File: config.mk
export PLATFORM = sky130hd
export DESIGN_NAME = event_sig_logger
export DESIGN_NICKNAME = d
export VERILOG_FILES = /design/src/rtl/lel_pkg.sv /design/src/rtl/lel_reset_sync.sv /design/src/rtl/lel_stamp.sv /design/src/rtl/lel_event_fsm.sv /design/src/rtl/lel_rec_buf.sv /design/src/rtl/event_sig_logger.sv
export SDC_FILE = /design/constraint.sdc
export NUM_CORES = 1
export LEC_CHECK = 0
export CAP_MARGIN = 40
export CORE_UTILIZATION = 40
export DETAILED_ROUTE_END_ITERATION = 8
export GPL_TIMING_DRIVEN = 0
export PLACE_DENSITY_LB_ADDON = 0.3
export SYNTH_ARGS = -nofsm -noshare
export SYNTH_HDL_FRONTEND = slang
export SYNTH_SLANG_ARGS = --single-unit
File: constraint.sdc
create_clock -name clk -period 6.5 [get_ports clk]
set_input_delay 1.3 -clock clk [delete_from_list [all_inputs] [get_ports clk]]
set_output_delay 1.3 -clock clk [all_outputs]
set_load 0.05 [all_outputs]
File: src/rtl/lel_pkg.sv
package lel_pkg;
  localparam int NUM_TILE  = 5;
  localparam int NUM_PROTO = 4;
  localparam int NUM_DATA  = 2;
  localparam int FLAG_W    = NUM_TILE + NUM_PROTO + NUM_DATA;

  typedef enum logic [1:0] {
    EV_IDLE = 2'd0,
    EV_LIVE = 2'd1,
    EV_DROP = 2'd2
  } ev_state_t;
endpackage

File: src/rtl/lel_reset_sync.sv
module lel_reset_sync #(
  parameter int STAGES = 2
) (
  input  logic clk,
  input  logic rst_n_in,
  output logic rst_n_out
);
  logic [STAGES-1:0] chain_q;

  always_ff @(posedge clk or negedge rst_n_in) begin
    if (!rst_n_in) chain_q <= '0;
    else           chain_q <= {chain_q[STAGES-2:0], 1'b1};
  end

  assign rst_n_out = chain_q[STAGES-1];
endmodule

File: src/rtl/lel_stamp.sv
module lel_stamp #(
  parameter int W = 40
) (
  input  logic         clk,
  input  logic         rst_n,
  output logic [W-1:0] stamp
);
  logic [W-1:0] stamp_q;
  logic [W-1:0] stamp_d;

  always_comb stamp_d = stamp_q + W'(1);

  always_ff @(posedge clk or negedge rst_n) begin
    if (!rst_n) stamp_q <= '0;
    else        stamp_q <= stamp_d;
  end

  assign stamp = stamp_q;
endmodule

File: src/rtl/lel_event_fsm.sv
module lel_event_fsm
  import lel_pkg::*;
#(
  parameter int FW = 11,
  parameter int QW = 16
) (
  input  logic          clk,
  input  logic          rst_n,
  input  logic [FW-1:0] flags,
  input  logic [QW-1:0] quiet_len,
  input  logic          pending,
  output logic          start_we,
  output logic          end_we,
  output logic [FW-1:0] accum,
  output logic          overflow
);
  ev_state_t     st_q, st_d;
  logic [QW-1:0] cnt_q, cnt_d;
  logic [FW-1:0] acc_q, acc_d;
  logic          ovf_q, ovf_d;
  logic          any_flag;
  logic [QW-1:0] q_eff;
  logic          quiet_hit;
  logic          en;

  assign any_flag  = |flags;
  assign q_eff     = (quiet_len == '0) ? QW'(1) : quiet_len;
  assign quiet_hit = !any_flag && (cnt_q == q_eff - QW'(1));

  always_comb begin
    st_d     = st_q;
    cnt_d    = cnt_q;
    acc_d    = acc_q;
    ovf_d    = ovf_q;
    start_we = 1'b0;
    end_we   = 1'b0;
    unique case (st_q)
      EV_IDLE: begin
        if (any_flag) begin
          cnt_d = '0;
          acc_d = '0;
          if (pending) begin
            st_d  = EV_DROP;
            ovf_d = 1'b1;
          end else begin
            st_d     = EV_LIVE;
            start_we = 1'b1;
          end
        end
      end
      EV_LIVE, EV_DROP: begin
        if (any_flag) begin
          cnt_d = '0;
          acc_d = acc_q | flags;
        end else if (quiet_hit) begin
          st_d   = EV_IDLE;
          end_we = (st_q == EV_LIVE);
        end else begin
          cnt_d = cnt_q + QW'(1);
        end
      end
      default: st_d = EV_IDLE;
    endcase
  end

  assign en = any_flag || (st_q != EV_IDLE);

  always_ff @(posedge clk or negedge rst_n) begin
    if (!rst_n) begin
      st_q  <= EV_IDLE;
      cnt_q <= '0;
      acc_q <= '0;
      ovf_q <= 1'b0;
    end else if (en) begin
      st_q  <= st_d;
      cnt_q <= cnt_d;
      acc_q <= acc_d;
      ovf_q <= ovf_d;
    end
  end

  assign accum    = acc_q;
  assign overflow = ovf_q;
endmodule

File: src/rtl/lel_rec_buf.sv
module lel_rec_buf #(
  parameter int RW = 52
) (
  input  logic          clk,
  input  logic          rst_n,
  input  logic          start_we,
  input  logic [RW-1:0] start_rec,
  input  logic          end_we,
  input  logic [RW-1:0] end_rec,
  output logic          pending,
  output logic          out_valid,
  input  logic          out_ready,
  output logic [RW-1:0] out_rec
);
  logic          s_v_q, s_v_d, e_v_q, e_v_d;
  logic [RW-1:0] s_r_q, e_r_q;
  logic          pop;

  assign pop = out_valid && out_ready;

  always_comb begin
    s_v_d = s_v_q;
    e_v_d = e_v_q;
    if (pop && s_v_q)                s_v_d = 1'b0;
    else if (pop && e_v_q)           e_v_d = 1'b0;
    if (start_we)                    s_v_d = 1'b1;
    if (end_we)                      e_v_d = 1'b1;
  end

  always_ff @(posedge clk or negedge rst_n) begin
    if (!rst_n) begin
      s_v_q <= 1'b0;
      e_v_q <= 1'b0;
    end else begin
      s_v_q <= s_v_d;
      e_v_q <= e_v_d;
    end
  end

  always_ff @(posedge clk or negedge rst_n) begin
    if (!rst_n)        s_r_q <= '0;
    else if (start_we) s_r_q <= start_rec;
  end

  always_ff @(posedge clk or negedge rst_n) begin
    if (!rst_n)      e_r_q <= '0;
    else if (end_we) e_r_q <= end_rec;
  end

  assign pending   = s_v_q || e_v_q;
  assign out_valid = pending;
  assign out_rec   = s_v_q ? s_r_q : e_r_q;
endmodule

File: src/rtl/event_sig_logger.sv
module event_sig_logger
  import lel_pkg::*;
#(
  parameter int TS_W = 40,
  parameter int QW   = 16
) (
  input  logic                  clk,
  input  logic                  rst_n,
  input  logic [QW-1:0]         quiet_len,
  input  logic [NUM_TILE-1:0]   tile_err,
  input  logic [NUM_PROTO-1:0]  proto_err,
  input  logic [NUM_DATA-1:0]   data_err,
  input  logic                  rec_ready,
  output logic                  rec_valid,
  output logic                  rec_end,
  output logic [TS_W-1:0]       rec_stamp,
  output logic [FLAG_W-1:0]     rec_flags,
  output logic                  overflow
);
  localparam int RW = 1 + TS_W + FLAG_W;

  logic              rst_n_int;
  logic [TS_W-1:0]   stamp;
  logic [FLAG_W-1:0] flags;
  logic [FLAG_W-1:0] accum;
  logic              start_we, end_we, pending;
  logic [RW-1:0]     start_rec, end_rec, out_rec;

  assign flags     = {data_err, proto_err, tile_err};
  assign start_rec = {1'b0, stamp, flags};
  assign end_rec   = {1'b1, stamp, accum};

  lel_reset_sync #(.STAGES(2)) rsync_i (
    .clk(clk), .rst_n_in(rst_n), .rst_n_out(rst_n_int)
  );

  lel_stamp #(.W(TS_W)) stamp_i (
    .clk(clk), .rst_n(rst_n_int), .stamp(stamp)
  );

  lel_event_fsm #(.FW(FLAG_W), .QW(QW)) fsm_i (
    .clk(clk), .rst_n(rst_n_int), .flags(flags), .quiet_len(quiet_len),
    .pending(pending), .start_we(start_we), .end_we(end_we),
    .accum(accum), .overflow(overflow)
  );

  lel_rec_buf #(.RW(RW)) buf_i (
    .clk(clk), .rst_n(rst_n_int), .start_we(start_we), .start_rec(start_rec),
    .end_we(end_we), .end_rec(end_rec), .pending(pending),
    .out_valid(rec_valid), .out_ready(rec_ready), .out_rec(out_rec)
  );

  assign rec_end   = out_rec[RW-1];
  assign rec_stamp = out_rec[RW-2 -: TS_W];
  assign rec_flags = out_rec[FLAG_W-1:0];
endmodule

# == Word level (Yosys, flattened, before mapping) ==
# Cells that the tools add are included.
# totals
regBits,177
latchBits,0
ramBits,0
romBits,0
input_bits,30
out_inout_bits,54
word_cells,68
n_memories,0
# op_classes
addsub,3
mul,0
div_mod_pow,0
magnitude_cmp,0
eq_ne,9
n_shift,0
n_mux,25
bitwise_logic,1
n_reduce_logical,20
# op_table
op,count
16-bit two-way mux,4
52-bit two-way mux,1
40-bit by 1-bit adder with 40-bit output (second input constant),1
16-bit case mux with 2 select lines,1
11-bit two-way mux,2
11-bit case mux with 2 select lines,1
16-bit by 1-bit adder with 16-bit output (second input constant),1
16-bit equality test,1
16-bit logical NOT,1
4-bit AND reduction,4
16-bit by 1-bit subtractor with 16-bit output (second input constant),1
1-bit two-way mux,11
11-bit OR,1
11-bit OR reduction,1
2-bit two-way mux,4
2-bit by 1-bit != test with 1-bit output (second input constant),4
2-bit nonzero test,4
1-bit logical AND,4
2-bit case mux with 2 select lines,1
3-bit by 2-bit != test with 1-bit output (second input constant),1
2-bit by 1-bit equality test with 1-bit output (second input constant),1
2-bit equality test (second input constant),1
2-bit logical NOT,1
1-bit logical OR,2
other kinds (4),4

# == Longest topological paths before layout ==
# Gate-level depths: netlist (run 1).
# logic_depth
word_depth,10
depth_mapped,16
depth_no_buf,12

# == Cells and area by module ==
# From an unflattened synthesis (run 1), not the netlist that was laid out.
# unflattened
hier_cells,729
hier_area_um2,8902.3
# by_module_without_submodules
module,n_inst,cells_per_inst,area_each_um2,seq_area_each_um2
lel_rec_buf,1,286,4684.5,2652.5
lel_event_fsm,1,285,2339.7,750.7
lel_stamp,1,153,1816.7,1001.0
lel_reset_sync,1,3,53.8,50.0
event_sig_logger,1,2,7.5,0.0

# == Least setup slack after synthesis (run 1) ==
# No wires, ideal clock.
# synth_timing
path_type,input -> register
start,input port quiet_len[4]
end,register buf_i.e_r_q[33]
t_arrival_ns,4.654
t_required_ns,6.375
setup_slack_ns,1.721
stages,16
path_cell_list,buf_2 -> or4_1 -> buf_2 -> nor3_1 -> a31oi_1 -> ha_1 -> nor3b_1 -> or3_1 -> nand3_1 -> nand4_1 -> a2111o_1 -> nor2_4 -> and4_1 -> buf_6 -> buf_8 -> mux2_2
# synth_via
elab_chain_cells,8
# synth_lines
element,line,text
"start, declared",event_sig_logger.sv:9,"input logic [QW-1:0] quiet_len,"
16-bit logical NOT,lel_event_fsm.sv:27,assign q_eff = (quiet_len == '0) ? QW'(1) : quiet_len;
16-bit two-way mux *,lel_event_fsm.sv:27,
16-bit by 1-bit subtractor with 16-bit output *,lel_event_fsm.sv:28,assign quiet_hit = !any_flag && (cnt_q == q_eff - QW'(1));
16-bit equality test *,lel_event_fsm.sv:28,
1-bit logical AND *,lel_event_fsm.sv:28,
1-bit two-way mux *,lel_event_fsm.sv:55,end else if (quiet_hit) begin
1-bit two-way mux *,lel_event_fsm.sv:52,if (any_flag) begin
1-bit two-way mux *,lel_event_fsm.sv:37,unique case (st_q)
"end signal, assigned",lel_rec_buf.sv:47,else if (end_we) e_r_q <= end_rec;
"end, declared",lel_rec_buf.sv:16,"logic [RW-1:0] s_r_q, e_r_q;"
# Mark *: on every way between the ends. The rest lies on a longest branch, timed or not.
# A chain may end at the register's enable or synchronous reset.

# == Final worst setup path (run 1) ==
# layout_timing
start,input port quiet_len[8]
end,register buf_i.e_r_q[39]
# Same word-level chain as after synthesis.

==> flow_metrics.tcl, run 1 <==
set metrics [dict create \
    ys_warn_count 0 \
    switching_share_pct 34.26 \
    arrival_ps 5840 \
    rsz0062_at_grt "false" \
    grt_max_degree 62 \
    first_iter_violations 300 \
    comb_power_share_pct 31.6 \
    vias_per_cell 5.186 \
    power_frac_clock_pct 30.2 \
    firstDrtPassIters 4 \
    period_needed_ps 5527 \
    hold_viol_final 0 \
    endpoint_kind "register" \
    die-area_um2 21960 \
    hpwl_mm 12.28 \
    clock_path_buffers 2 \
    final_common_cell "dfrtp_1" \
    grt_overflow 0 \
    async_reset_ff_share_pct 100.0 \
    yosysSeqAreaShare_pct 51.81 \
    cts-buffers-inserted 17 \
    clock-root-buffer "clkbuf_16" \
    finalCritPeriodShare_pct 85.04 \
    postCtsSetupRepairBufs 0 \
    route.vias.total 5756 \
    crit_path_top_delay_cell "clkdlybuf4s50_1" \
    syn_area_um2 8549 \
    critPathRequiredTime_ps 6810 \
    nNetsFinal 856 \
    worstSetupPathType "in2reg" \
    hold_buffers 0 \
    cts.reportedPaths.clkPinSlew_ps 60 \
    cp_max_fo 10 \
    start_kind "primary input" \
    maxCapViolCount 0 \
    layout_common_cells "dfrtp_1, mux2_2, clkdlybuf4s50_1, nand2_1, xnor2_1" \
    path_delay_family "simple AND/OR/NAND/NOR gates" \
    routed_wl_mm 17.67 \
    dp.cells 1077 \
    fmax_mhz 180.9 \
    setup_ws_ps 972.7 \
    grt_antenna_before_repair 1 \
    max_stage_delay_ps 560 \
    slew_headroom_pct 55.15 \
    power_density_nw_per_um2 312.6 \
    hold_class "reg2async" \
    synth-seq-cells 177 \
    dieWidth_um 148.2 \
    cts_resized 0 \
    layoutNonFillerInstCount 1110 \
    grt_pass1_wl_mm 29.30 \
    die_h_um 148.2 \
    final_core_util_pct 49.52 \
    finalSetupViolCount 0 \
    place_ws_ps 549.0 \
    cts_tree "done" \
    drc 0 \
    cp_num_buf_inv 4 \
    grt_pass1_vias 5726 \
    hold_slack_ps 182.4 \
    synth-edff-count 0 \
    power_frac_seq_pct 38.2 \
    syn-num-nets 751 \
    core_area_um2 20960 \
    power.internal_w 0.002133 \
    power.switching_w 0.001112 \
    syn_to_final_growth_pct 21.38 \
    ys.flop_type "dfrtp_1" \
    clock_sinks 177 \
    p_leak_nw 4.733 \
    ir_drop_mv 0.1746 \
    drive_gt1_share_pct 21.58 \
    syn_area_per_cell_um2 11.94 \
    finalPower_w 0.003244 \
    initial_core_util_pct 40.80 \
    ff2ff_setup_slack_ps 3050 \
    htreeDepth 4 \
    synthCells 716 \
    wl_per_cell_um 15.92 \
    final_max_slew_viol_count 0 \
    grt_use_total_pct 16.92 \
    io_buffers 82 \
    cp_cell_sequence "clkdlybuf4s50_1, or3_1, clkbuf_1, nor3_1, a31oi_1, ha_1, nor3b_1, nand2_1, a2111oi_1, o211ai_1, a2111o_1, nor2_4, and4_1, buf_6, buf_8, mux2_2" \
    rows 53 \
    gp_congestion 0.8179 \
    skew_ps 9.396 \
    ioPinCount 84 \
    insertion_delay_ps 420 \
    synth_cell_types 61 \
    ant_nets 0 \
    worst_pin_slew_ps 670.2 \
    status "complete, no violations" \
]
==> cells by family after synthesis <==
group | count (synthesis) | share of synthesized area, %
compound gates | 64 | 5.371
buf+inv | 47 | 2.810
mux | 160 | 20.96
xor+xnor | 56 | 5.737
simple gates | 206 | 12.54
other cells | 1 | 0.04386
fa+ha+maj | 5 | 0.7317
flops | 177 | 51.81
==> sequential cells by signal (all words and copies together), names as in the netlist, 2 cells and up <==
name and flops:
stamp_i.stamp 40, buf_i.s_r_q 51, rsync_i.chain_q 2, fsm_i.cnt_q 16
fsm_i.st_q 2, fsm_i.accum 11, buf_i.e_r_q 52
==> power by group through the flow <==
stage / sequential (W) / combinational, W / clock [W]
global route: 0.00125 / 0.00111 / 0.00105
floorplan: 0.00126 / 0.000717 / 0
CTS: 0.00124 / 0.00105 / 0.00101
global placement: 0.00128 / 0.000998 / 0
detailed placement: 0.00126 / 0.00104 / 0
finish: 0.00124 / 0.00103 / 0.000980
==> layer usage <==
| metal | share of wire, % | wire length [µm] | vias to the layer above | track usage [%] |
|---|---|---|---|---|
| li1 | - | - | 2778 | - |
| met1 | 47 | 8280 | 2877 | 22.61 |
| met2 | 48 | 8521 | 88 | 27.46 |
| met3 | 3.9 | 689 | 13 | 3.558 |
| met4 | 1.0 | 182 | 0 | 5.361 |
| met5 | 0 | 0 | - | 0 |
==> worst paths after layout <==
path | start | end | cells after the start
worst max-delay path | quiet_len[8] | buf_i.e_r_q[39] | 16
worst min-delay path | rsync_i.chain_q[1] | buf_i.s_r_q[25] | 0
worst max register to register | fsm_i.cnt_q[12] | buf_i.e_r_q[39] | 10
worst min register to register | rsync_i.chain_q[1] | buf_i.s_r_q[25] | 0
max in group asynchronous | rst_n | rsync_i.chain_q[1] | 1
min in group clk | rsync_i.chain_q[0] | rsync_i.chain_q[1] | 0
==> stage by stage <==
step                      setup TNS [ps]  instance area (µm²)
final                                  0                10380
after global routing                   0                10380
after CTS                              0                10380
after detailed placement               0                 9808
after global placement           -159830                 9714
after floorplan                        0                 8549
==> Yosys cell counts, types with 7 or more instances <==
| library cell | n | share of area [%] |
|---|---|---|
| mux2_2 | 129 | 17 |
| mux2i_1 | 8 | 0.94 |
| inv_1 | 11 | 0.48 |
| xnor2_1 | 41 | 4.2 |
| clkbuf_1 | 24 | 1.1 |
| nor2_1 | 37 | 1.6 |
| o21ai_0 | 9 | 0.53 |
| a21oi_1 | 21 | 1.2 |
| nand4_1 | 15 | 1.1 |
| nand2b_1 | 7 | 0.51 |
| mux2_1 | 23 | 3.0 |
| dfrtp_1 | 177 | 52 |
| nor3_1 | 10 | 0.59 |
| and3_1 | 18 | 1.3 |
| nand2_1 | 47 | 2.1 |
| xor2_1 | 15 | 1.5 |
| nand3_1 | 35 | 2.0 |
==> final cells by class <==
| cell class | instances | area [µm²] |
|---|---|---|
| clock buffer | 21 | 460.4 |
| antenna | 1 | 2.502 |
| sequential | 177 | 4433 |
| inverter | 12 | 45.04 |
| fill | 1919 | 10580 |
| clock inverter | 11 | 106.4 |
| multi-input combinational | 492 | 3880 |
| buffer | 35 | 195.2 |
| tap | 275 | 344.1 |
| timing repair buffer | 86 | 910.9 |
(Power assumes the default switching activity.)
==> run 2: changes to the inputs <==
--- a/config.mk
+++ b/config.mk
@@ -5,7 +5,6 @@
 export SDC_FILE = /design/constraint.sdc
 export NUM_CORES = 1
 export LEC_CHECK = 0
-export CAP_MARGIN = 40
 export CORE_UTILIZATION = 40
 export DETAILED_ROUTE_END_ITERATION = 8
 export GPL_TIMING_DRIVEN = 0
==> flow_metrics.tcl, run 2 (synthesis results as in run 1) <==
set metrics [dict create \
    routed_wl_mm 17.52 \
    cts_tree "done" \
    final_max_slew_viol_count 0 \
    worstSetupPathType "in2reg" \
    dieWidth_um 148.2 \
    drc 0 \
    largest_register_ffs 52 \
    vias_per_cell 5.199 \
    fillers 1905 \
    skew_ps 14.43 \
    power_density_nw_per_um2 317.0 \
    clock_sinks 177 \
    slew_headroom_pct 38.61 \
    ant_nets 0 \
    first_iter_violations 226 \
    initial_core_util_pct 40.80 \
    period_needed_ps 5462 \
    wl_per_cell_um 15.83 \
    layoutNonFillerInstCount 1107 \
    endpoint_kind "register" \
    cts-buffers-inserted 17 \
    nNetsFinal 854 \
    critPathRequiredTime_ps 6810 \
    setup_ws_ps 1038 \
    max_stage_delay_ps 560 \
    hpwl_mm 12.13 \
    ir_drop_mv 0.1859 \
    placed_area_um2 9773 \
    core_area_um2 20960 \
    reg2reg_depth 10 \
    seqCellArea_um2 4433 \
    cts.reportedPaths.clkPinSlew_ps 60 \
    cp_common_cell "buf_6" \
    insertion_delay_ps 430 \
    route.vias.total 5755 \
    fmax_mhz 183.1 \
    syn_to_final_growth_pct 21.32 \
    crit_cells 16 \
    grt_use_total_pct 17.19 \
    drive_gt1_share_pct 21.42 \
    die_h_um 148.2 \
    status "complete, no violations" \
    htreeDepth 4 \
    rows 53 \
    grt_pass1_vias 5829 \
    gp_congestion 0.8179 \
    hold_start "rsync_i.chain_q[0]" \
    cp_cell_sequence "clkdlybuf4s50_1, or3_1, clkbuf_1, nor3_1, a31oi_1, ha_1, nor3b_1, nand2_1, a2111oi_1, o211ai_1, a2111o_1, nor2_4, and4_1, buf_6, buf_6, mux2_1" \
    clock_path_buffers 2 \
    rsz0062_at_grt "false" \
    hold_viol_final 0 \
    crit_path_top_delay_cell "clkdlybuf4s50_1" \
    firstDrtPassIters 4 \
    place_ws_ps 571.9 \
    start_kind "primary input" \
    hold_class "reg2reg" \
    grt_overflow 0 \
    path_delay_family "simple AND/OR/NAND/NOR gates" \
    largest_register "buf_i.e_r_q" \
    ioPinCount 84 \
    finalInstanceArea_um2 10370 \
    grt_pass1_wl_mm 29.97 \
    cp_max_fo 10 \
    worst_pin_slew_ps 917.5 \
    crit-reg2reg-launch "fsm_i.cnt_q[14]" \
    multi_input_area_um2 3880 \
    finalCritPeriodShare_pct 84.03 \
    maxCapViolCount 0 \
    hold_buffers 0 \
    cts_resized 0 \
    grt_antenna_before_repair 1 \
    grt_max_degree 69 \
    clock-root-buffer "clkbuf_16" \
    layout_common_cells "dfrtp_1, mux2_2, clkdlybuf4s50_1, nand2_1, xnor2_1" \
    io_buffers 82 \
    arrival_ps 5780 \
    final_common_cell "dfrtp_1" \
    whs_path_depth 0 \
    cp_num_buf_inv 4 \
    finalSetupViolCount 0 \
    postCtsSetupRepairBufs 0 \
    tns_ps 0 \
    die-area_um2 21960 \
    dp.cells 1075 \
    p_leak_nw 4.728 \
    crit_start "quiet_len[8]" \
]
[run 2: changes by cell type in the layout (fill, tap and decap cells not counted), sizes merged]
cell    before  now
buf         15   13
clkinv       7    5
bufinv       1    2
[run 2: through the flow]
| stage | hold WS, ps | power, W | util [%] |
|---|---|---|---|
| finish | 354.6 | 0.003288 | 49.50 |
| global route | 368.0 | 0.003459 | 49.50 |
| CTS | 358.2 | 0.003335 | 49.49 |
| detailed placement | 341.0 | 0.002292 | 46.64 |
| global placement | 338.5 | 0.002273 | 46.36 |
| floorplan | 331.2 | 0.001976 | - |
[run 2: path summary, 6_finish.rpt]
check	to	slack [ps]
min in group asynchronous	buf_i.s_r_q[23]	420
setup reg to reg	buf_i.e_r_q[45]	3070
hold reg to reg	rsync_i.chain_q[1]	350
hold / removal	rsync_i.chain_q[1]	350
setup / recovery	buf_i.e_r_q[45]	1040
max in group asynchronous	fsm_i.st_q[1]	5270
[run 2: final cells by class]
cell class / instances / area share [%]
well taps: 275 / 3.317
repair buffers: 84 / 8.444
inverters: 12 / 0.4343
plain buffers: 35 / 1.882
diodes: 1 / 0.02413
multi-input cells: 492 / 37.41
clock buffers: 21 / 4.536
flip-flops and latches: 177 / 42.74
clock inverters: 10 / 1.218
[run 2: report_power, final]
part | leakage, nW | total, W | switching [W] | internal (W)
clock | 0.288 | 0.00103 | 0.000433 | 0.000600
combinational | 2.06 | 0.00101 | 0.000632 | 0.000378
sequential | 2.38 | 0.00124 | 0.0000484 | 0.00120
[run 2: layer usage]
layer  vias to the layer above  global-route usage, %  wire length, µm
li1                       2778                      -                -
met1                      2871                  23.47             8358
met2                        93                  27.39             8270
met3                        13                  3.834              677
met4                         0                  4.897              218
met5                         -                      0                0
==> run 3: changes to the inputs <==
==> constraint.sdc (replaced) <==
create_clock -name clk -period 4.69 [get_ports clk]
set_input_delay 0.938 -clock clk [delete_from_list [all_inputs] [get_ports clk]]
set_output_delay 0.938 -clock clk [all_outputs]
set_load 0.05 [all_outputs]
==> flow_metrics.tcl, run 3 (synthesis results as in run 1) <==
set metrics [dict create \
    path_delay_family "simple AND/OR/NAND/NOR gates" \
    layout_common_cells "dfrtp_1, mux2_2, clkdlybuf4s50_1, nand2_1, xnor2_1" \
    crit_path_top_delay_cell "or4_1" \
    firstDrtPassIters 4 \
    final_max_slew_viol_count 0 \
    p_leak_nw 4.762 \
    syn_to_final_growth_pct 22.17 \
    hold_viol_final 0 \
    wl_per_cell_um 15.76 \
    period_needed_ps 4541 \
    place_ws_ps -861.5 \
    hpwl_mm 12.07 \
    grt_antenna_before_repair 1 \
    reg2reg_to "buf_i.e_r_q[24]" \
    crit_start "quiet_len[0]" \
    dieWidth_um 148.2 \
    finalCritPeriodShare_pct 96.83 \
    grt_pass1_vias 5780 \
    finalSetupViolCount 0 \
    ir_drop_mv 0.2521 \
    endpoint_kind "register" \
    grt_use_total_pct 16.98 \
    arrival_ps 4850 \
    fmax_mhz 220.2 \
    grt_max_degree 58 \
    slew_headroom_pct 42.33 \
    die_h_um 148.2 \
    crit-reg2reg-launch "fsm_i.cnt_q[12]" \
    io_buffers 82 \
    drc 0 \
    final_core_util_pct 49.84 \
    rsz0062_at_grt "false" \
    tns_ps 0 \
    cp_num_buf_inv 4 \
    power_frac_clock_pct 30.6 \
    largest_register_ffs 52 \
    hold_slack_ps 254.3 \
    switching_share_pct 34.23 \
    insertion_delay_ps 430 \
    start_kind "primary input" \
    grt_overflow 0 \
    final_common_cell "dfrtp_1" \
    cts-buffers-inserted 17 \
    max_stage_delay_ps 520 \
    vias_per_cell 5.189 \
    first_iter_violations 271 \
    cp_cell_sequence "clkdlybuf4s50_1, or4_1, buf_4, nor3_2, a31oi_2, ha_2, nor3b_4, or3_1, nand3_1, nand4_1, a2111o_1, nor2_4, and4_1, buf_6, buf_8, mux2_2" \
    power.switching_w 0.001543 \
    placed_area_um2 9793 \
    hold_class "reg2async" \
    power_frac_seq_pct 38.2 \
    cp_max_fo 10 \
    cts_tree "done" \
    setup_ws_ps 148.5 \
    clock-root-buffer "clkbuf_16" \
    nNetsFinal 856 \
    routed_wl_mm 17.49 \
    clock_sinks 177 \
    critPathRequiredTime_ps 5000 \
    route.vias.total 5760 \
    maxCapViolCount 0 \
    drive_gt1_share_pct 22.54 \
    ant_nets 0 \
    grt_pass1_wl_mm 29.37 \
    initial_core_util_pct 40.80 \
    finalInstanceArea_um2 10450 \
    status "complete, no violations" \
    worst_pin_slew_ps 861.8 \
    core_area_um2 20960 \
    skew_ps 11.91 \
    clock_path_buffers 2 \
    largest_register "buf_i.e_r_q" \
    ioPinCount 84 \
    fillers 1907 \
    power.internal_w 0.002964 \
    cts.reportedPaths.clkPinSlew_ps 60 \
    comb_power_share_pct 31.2 \
    htreeDepth 4 \
    gp_congestion 0.8036 \
    reg2reg_depth 10 \
    ff2ff_setup_slack_ps 1430 \
    die-area_um2 21960 \
    rows 53 \
    power_density_nw_per_um2 431.5 \
    worstSetupPathType "in2reg" \
]
[run 3: cell types whose count changed in the layout (fill, tap and decap cells not counted), sizes merged]
| cell | previous run | this run |
|---|---|---|
| buf | 13 | 16 |
| clkdlybuf4s50 | 82 | 80 |
| clkinvlp | 2 | 4 |
| dlymetal6s2s | 0 | 2 |
| bufinv | 2 | 1 |
| clkinv | 5 | 4 |
[run 3: cell type report]
class	count	area, µm²	share of cell area (%)
antenna	1	2.502	0.02396
buffer	34	197.7	1.893
clock buffer	22	474.2	4.540
clock inverter	10	102.6	0.9823
inverter	12	45.04	0.4312
multi-input combinational	492	3930	37.63
sequential	177	4433	42.44
tap	275	344.1	3.294
timing repair buffer	87	915.9	8.769
[run 3: worst max-delay path by stage]
stage	to	slack [ps]	cells past startpoint
finish	buf_i.e_r_q[24]	150	16
global route	buf_i.e_r_q[5]	10	16
CTS	buf_i.e_r_q[47]	20	16
detailed placement	buf_i.e_r_q[47]	-860	16
global placement	buf_i.e_r_q[43]	-840	16
floorplan	buf_i.e_r_q[33]	270	16
[run 3: metal layers]
| layer | vias to the layer above | GRT usage [%] | routed length (µm) |
|---|---|---|---|
| met2 | 99 | 26.50 | 8320 |
| met4 | 0 | 5.567 | 177 |
| li1 | 2778 | - | - |
| met5 | - | 0 | 0 |
| met3 | 15 | 3.804 | 643 |
| met1 | 2868 | 23.36 | 8351 |
[run 3: power groups by stage]
stage          clock network, W  registers (W)  logic, W
5_1_grt                 0.00149        0.00174   0.00151
3_5_place_dp                  0        0.00175   0.00143
2_1_floorplan                 0        0.00175  0.000993
6_report                0.00138        0.00172   0.00141
4_1_cts                 0.00142        0.00172   0.00143
3_3_place_gp                  0        0.00177   0.00138
[run 3: repair_timing]
action	in CTS	in global routing
pin swaps	2	2
buffers inserted	1	1
endpoints found under the setup margin	53	52
resized for setup	5	9
gates cloned	0	0
hold buffers	0	0
[run 3: through the flow]
stage / instances / total power [W]
after floorplan: 716 / 0.002739
after global placement: 1073 / 0.003147
after detailed placement: 1076 / 0.003175
after CTS: 1108 / 0.004571
after global routing: 1110 / 0.004736
final: 1110 / 0.004507
